**src/rtl/i2c_line_ctl.sv**
```systemverilog
module i2c_line_ctl #(
  parameter int ADDR_W  = 12,
  parameter int DATA_W  = 32,
  parameter int SET_OFS = 0,
  parameter int CLR_OFS = 4
) (
  input  logic              clk,
  input  logic              rst_n,
  input  logic [ADDR_W-1:0] bus_addr,
  input  logic              bus_wr,
  input  logic              bus_rd,
  input  logic [DATA_W-1:0] bus_wdata,
  output logic [DATA_W-1:0] bus_rdata,
  output logic              bus_err,
  output logic              scl_drive_low,
  output logic              sda_drive_low,
  input  logic              sda_pad_in
);
  localparam logic [ADDR_W-1:0] SET_A = ADDR_W'(SET_OFS);
  localparam logic [ADDR_W-1:0] CLR_A = ADDR_W'(CLR_OFS);

  logic [1:0] line_q;
  logic       sda_m, sda_s, sda_seen;

  wire hit_set = (bus_addr == SET_A);
  wire hit_clr = (bus_addr == CLR_A);
  wire bad_acc = (bus_wr && !hit_set && !hit_clr) || (bus_rd && !hit_set);
  wire unused_wdata_hi = |bus_wdata[DATA_W-1:2];

  always_ff @(posedge clk) begin
    if (!rst_n) begin
      line_q   <= 2'b11;
      sda_m    <= 1'b1;
      sda_s    <= 1'b1;
      sda_seen <= 1'b1;
      bus_err  <= 1'b0;
    end else begin
      sda_m   <= sda_pad_in;
      sda_s   <= sda_m;
      bus_err <= bad_acc;
      if (bus_wr) begin
        if (hit_set)      line_q <= line_q | bus_wdata[1:0];
        else if (hit_clr) line_q <= line_q & ~bus_wdata[1:0];
        sda_seen <= sda_s;
      end
    end
  end

  assign scl_drive_low = ~line_q[0];
  assign sda_drive_low = ~line_q[1];
  assign bus_rdata = hit_set ? {{(DATA_W-2){1'b0}}, sda_seen, line_q[0]} : '1;

  assert_set_or_R2: assert property (@(posedge clk) disable iff (!rst_n)
    (bus_wr && hit_set) |=> ({~sda_drive_low, ~scl_drive_low} ==
                             ($past(line_q) | $past(bus_wdata[1:0]))));
  assert_clr_mask_R3: assert property (@(posedge clk) disable iff (!rst_n)
    (bus_wr && hit_clr) |=> ({~sda_drive_low, ~scl_drive_low} ==
                             ($past(line_q) & ~$past(bus_wdata[1:0]))));
  assert_other_write_keeps_R6: assert property (@(posedge clk) disable iff (!rst_n)
    (bus_wr && !hit_set && !hit_clr) |=> $stable(line_q));
  assert_idle_keeps_R6: assert property (@(posedge clk) disable iff (!rst_n)
    !bus_wr |=> $stable(line_q));
  assert_capture_hold_R8: assert property (@(posedge clk) disable iff (!rst_n)
    !bus_wr |=> $stable(sda_seen));
  assert_err_pulse_R9: assert property (@(posedge clk) disable iff (!rst_n)
    bad_acc |=> bus_err);
  assert_err_quiet_R9: assert property (@(posedge clk) disable iff (!rst_n)
    !bad_acc |=> !bus_err);
endmodule

```
**config.mk**
```make
export PLATFORM = sky130hd
export DESIGN_NAME = i2c_line_ctl
export DESIGN_NICKNAME = d
export VERILOG_FILES = /design/src/rtl/i2c_line_ctl.sv
export SDC_FILE = /design/constraint.sdc
export NUM_CORES = 1
export LEC_CHECK = 0
export BUFFER_PORTS_ARGS = -buffer_cell sky130_fd_sc_hd__buf_4
export CAP_MARGIN = 15
export CORE_MARGIN = 1.5
export CORE_UTILIZATION = 30
export CTS_BUF_LIST = sky130_fd_sc_hd__clkbuf_8
export DETAILED_ROUTE_END_ITERATION = 7
export GPL_TIMING_DRIVEN = 0
export PLACE_DENSITY_LB_ADDON = 0.1
export SKIP_LAST_GASP = 1
export SYNTH_ARGS = -nofsm -noshare
export SYNTH_HDL_FRONTEND = slang
export SYNTH_SLANG_ARGS = --single-unit
export TNS_END_PERCENT = 20
```
**constraint.sdc**
```tcl
create_clock -name clk -period 2.6 [get_ports clk]
set_input_delay 0 -clock clk [delete_from_list [all_inputs] [get_ports clk]]
set_output_delay 0 -clock clk [all_outputs]
set_load 0.05 [all_outputs]
```
Yosys cells after proc, flatten, opt, wreduce, memory -nomap -nowiden
Cells that the tools add are included.

Register bits: 6. Bits of input ports: 49. Output and inout port bits: 35. Word-level logic and storage cells: 23.

Eq/ne operators: 1. Mux-type cells: 3. Bitwise logic cells: 5. Reduce and logical (&&, ||, !) cells: 9.

Operators by type and width (number): 32-bit two-way mux (1); 12-bit by 3-bit equality test with 1-bit output (second input constant) (1); 12-bit logical NOT (1); 2-bit two-way mux (2); 1-bit logical AND (3); 2-bit bitwise AND (1); 1-bit logical NOT (2); 1-bit inverter (2); 2-bit inverter (1); 2-bit bitwise OR (1); 2-bit AND reduction (1); 2-bit nonzero test (1); 1-bit logical OR (1).

Depth between registers and ports, before layout
Word-level depth: 5. Depth in mapped cells: 4. Gate-level depth less buffers: 3.

Least setup slack after synthesis
OpenSTA, ideal clock, no wires.

Path kind: input -> output. Start: in bus_addr[4]. End: out bus_rdata[10]. Arrival time: 1313 ps. Required time: 2600 ps. Path slack: 1287 ps. Cell stages on the path: 4. Buffers on the path: 1. Path through: nor4_2 -> nand3_1 -> or2_2 -> buf_4.

Word-level cells in the longest chain between the ends: 2.

Ends and longest elaborated chain: from (decl) (line 9) `input logic [ADDR_W-1:0] bus_addr,`; 12-bit logical NOT (line 25) `wire hit_set = (bus_addr == SET_A);`; 32-bit two-way mux (line 51) `assign bus_rdata = hit_set ? {{(DATA_W-2){1'b0}}, sda_seen, line_q[0]} : '1;`; to (decl) (line 13) `output logic [DATA_W-1:0] bus_rdata,`.

No other way between the ends.

Worst setup path after layout
Start: in bus_addr[4]. End: out bus_rdata[3].

Same word-level chain as after synthesis.

==> results.yml <==
global_route:
  track_usage_pct: 12.48
  grt_max_degree: 31
  gr-total-overflow: 0
  grt_pass1_vias: 440
  grt_first_pass_wirelength_um: 1835
  antenna_found_initial: 0
power_and_ir_drop:
  power_frac_clock_pct: 49.3
  powerDensity_nw_per_um2: 278.5
  switching_share_pct: 19.36
  p_sw_mw: 0.05309
  vdd_ir_drop_max_mv: 0.3085
  combPwrFrac_pct: 15.5
  intPower_mw: 0.2212
  p_leak_nw: 0.5083
  seqPwrFrac_pct: 35.2
sta:
  worstMarginPinSlew_ps: 483.0
  setup_viol: 0
  finalCriticalPeriod_ps: 1592
  max_freq_mhz: 628.2
  final_hold_viol_count: 0
  fin_tns_setup_ps: 0
  relSlewSlack_pct: 67.80
  drv_slew: 0
  finClkSkew_ps: 0.005843
  rsz0062_at_grt: "no"
  fin_crit_sh_pct: 61.22
  fin_ws_ps: 1008
final_layout:
  syn2layout_area_growth_pct: 94.80
  multiInputGateArea_um2: 160.2
  fin_nets: 168
  regArea_um2: 120.1
  drive_gt1_share_pct: 75.21
  nFillCells: 138
  antenna_cells: 0
  finalNonFillerCells: 133
clock_tree:
  cts_inserted_buffers: 3
  cts_sinks: 6
  cts.path.max_buffers: 2
  cts_tree: "yes"
  cts.root.buffer_cell: "clkbuf_8"
  clkLatencyLatePin_ps: 220
  htreeDepth: 1
  post_cts_resized: 0
  clk_pin_slew_worst_paths_ps: 40
  postCtsSetupRepairBufs: 0
floorplan:
  die_x_um: 44.05
  die_area_um2: 1940
  rows: 14
  ioPinCount: 84
  start_util_pct: 32.79
  dieHeight_um: 44.05
  core-area_um2: 1541
worst_setup_path:
  worstSetupStartpoint: "bus_addr[4]"
  path_cells: "buf_4 > nor4_2 > nand3_1 > or2_2 > buf_4 > buf_4"
  worstSetupPathType: "input port to output pin"
  crit_path_frequent_cell: "buf_4"
  endpoint: "bus_rdata[3]"
  crit_path_end_kind: "output pin"
  r2r_cells: 2
  slowest_delay_ps: 520
  rrSetupSlack_ps: 2000
  start_kind: "input port"
  critPathArrivalTime_ps: 1590
  worstPathRequired_ps: 2600
  critPathMaxFanout: 30
  slowest_stage: "or2_2"
drt:
  antenna_left: 0
  wirelength_um: 1280
  num_vias: 532
  detail_route.vias_per_cell: 4.000
  drtPass1Iterations: 4
  wire_per_inst_um: 9.624
  drc: 0
  initialDrtViolationCount: 6
logic_synthesis:
  netlist-cell-type-count: 16
  ys_seq_elements: 6
  ys_warn_count: 0
  synthCells: 59
  syn_nets: 108
  ys_seq_area_share_pct: 23.76
  syn_avg_cell_area_um2: 8.568
  syn_area_um2: 505.5
worst_hold_path:
  hold_depth: 2
  hold_start: "bus_rd"
  hold_path.class: "input port to register"
place:
  dpl.cell_count: 128
  hpwl_um: 1048
  post-place-ws_ps: 1003
  gp_congestion: 0.6748
  portBuffers: 53
flow_run:
  maxCapViolations: 0
run_status:
  status: "finished clean"
## power by group through the flow
stage / Sequential, mW / Clock (mW) / Combinational, mW
2_1_floorplan: 0.102 / 0 / 0.00863
3_3_place_gp: 0.0978 / 0 / 0.0399
3_5_place_dp: 0.0980 / 0 / 0.0405
4_1_cts: 0.0966 / 0.142 / 0.0429
5_1_grt: 0.0968 / 0.148 / 0.0454
6_report: 0.0966 / 0.135 / 0.0424
## worst min path at each step
| stage | to | slack (ps) |
|---|---|---|
| 2_1_floorplan | sda_seen | 60 |
| 3_3_place_gp | sda_m | 190 |
| 3_5_place_dp | sda_m | 190 |
| 4_1_cts | bus_err | 9 |
| 5_1_grt | bus_err | 10 |
| 6_report | bus_err | 10 |
## cells by family after synthesis
| group | count (synthesis) | share of synthesized area [%] |
|---|---|---|
| flip-flops | 6 | 23.76 |
| AO/OA/AOI/OAI | 2 | 3.219 |
| AND/OR/NAND/NOR | 17 | 22.52 |
| multiplexers | 3 | 5.941 |
| buffers and inverters | 31 | 44.56 |
## worst max-delay path, delay by kind of cell
family	cells	cell delay [ps]
buf+inv	3	510
simple gates	3	1080
## area by class of cell
type | instances | area share, %
plain buffers | 29 | 22.11
clock buffers | 3 | 4.193
inverters | 2 | 0.7624
multi-input cells | 22 | 16.26
flip-flops and latches | 6 | 12.20
well taps | 16 | 2.033
repair buffers | 55 | 42.44
## stage by stage
stage / hold slack [ps] / util (%) / power (mW) / instance area, um2
floorplan: 61.94 / - / 0.1110 / 505.5
global placement: 191.2 / 59.90 / 0.1377 / 923.4
detailed placement: 189.4 / 59.90 / 0.1384 / 923.4
CTS: 9.470 / 63.88 / 0.2810 / 984.7
global route: 10.79 / 63.88 / 0.2903 / 984.7
finish: 14.49 / 63.88 / 0.2743 / 984.7
## layer usage
metal	track usage, %	part of all wire (%)	wire length [um]
met3	6.122	13	166
met2	23.24	52	666
met1	12.72	35	447
met4	1.818	0	0
met5	0	0	0
## timing repair
action                                  4_1_cts  5_1_grt
hold buffers                                  2        0
endpoints found under the setup margin        0        0
endpoints found under the hold margin         2        0
## cell usage in the layout (no fill, tap or decap)
| master | instances |
|---|---|
| nor3_1 | 1 |
| nand2_1 | 1 |
| and2_1 | 3 |
| buf_4 | 82 |
| or3_1 | 2 |
| o21a_1 | 1 |
| dlygate4sd3_1 | 2 |
| nand3_1 | 1 |
| mux2i_1 | 3 |
| nor4_2 | 2 |
| inv_1 | 2 |
| or2_2 | 1 |
| clkbuf_8 | 3 |
| nand2b_1 | 2 |
| nor2b_1 | 2 |
| a22o_1 | 1 |
| nand4_1 | 2 |
| dfxtp_1 | 6 |
## synth_stat cells
| cell type | n | share of area (%) |
|---|---|---|
| nor3_1 | 1 | 0.99 |
| nor2b_1 | 2 | 2.5 |
| buf_4 | 29 | 43 |
| and2_1 | 3 | 3.7 |
| or3_1 | 2 | 2.5 |
| dfxtp_1 | 6 | 24 |
| nand2_1 | 1 | 0.74 |
| inv_1 | 2 | 1.5 |
| nand3_1 | 1 | 0.99 |
| nand2b_1 | 2 | 2.5 |
| or2_2 | 1 | 1.2 |
| nor4_2 | 2 | 4.9 |
| a22o_1 | 1 | 1.7 |
| o21a_1 | 1 | 1.5 |
| mux2i_1 | 3 | 5.9 |
| nand4_1 | 2 | 2.5 |
(Power assumes the default switching activity.)
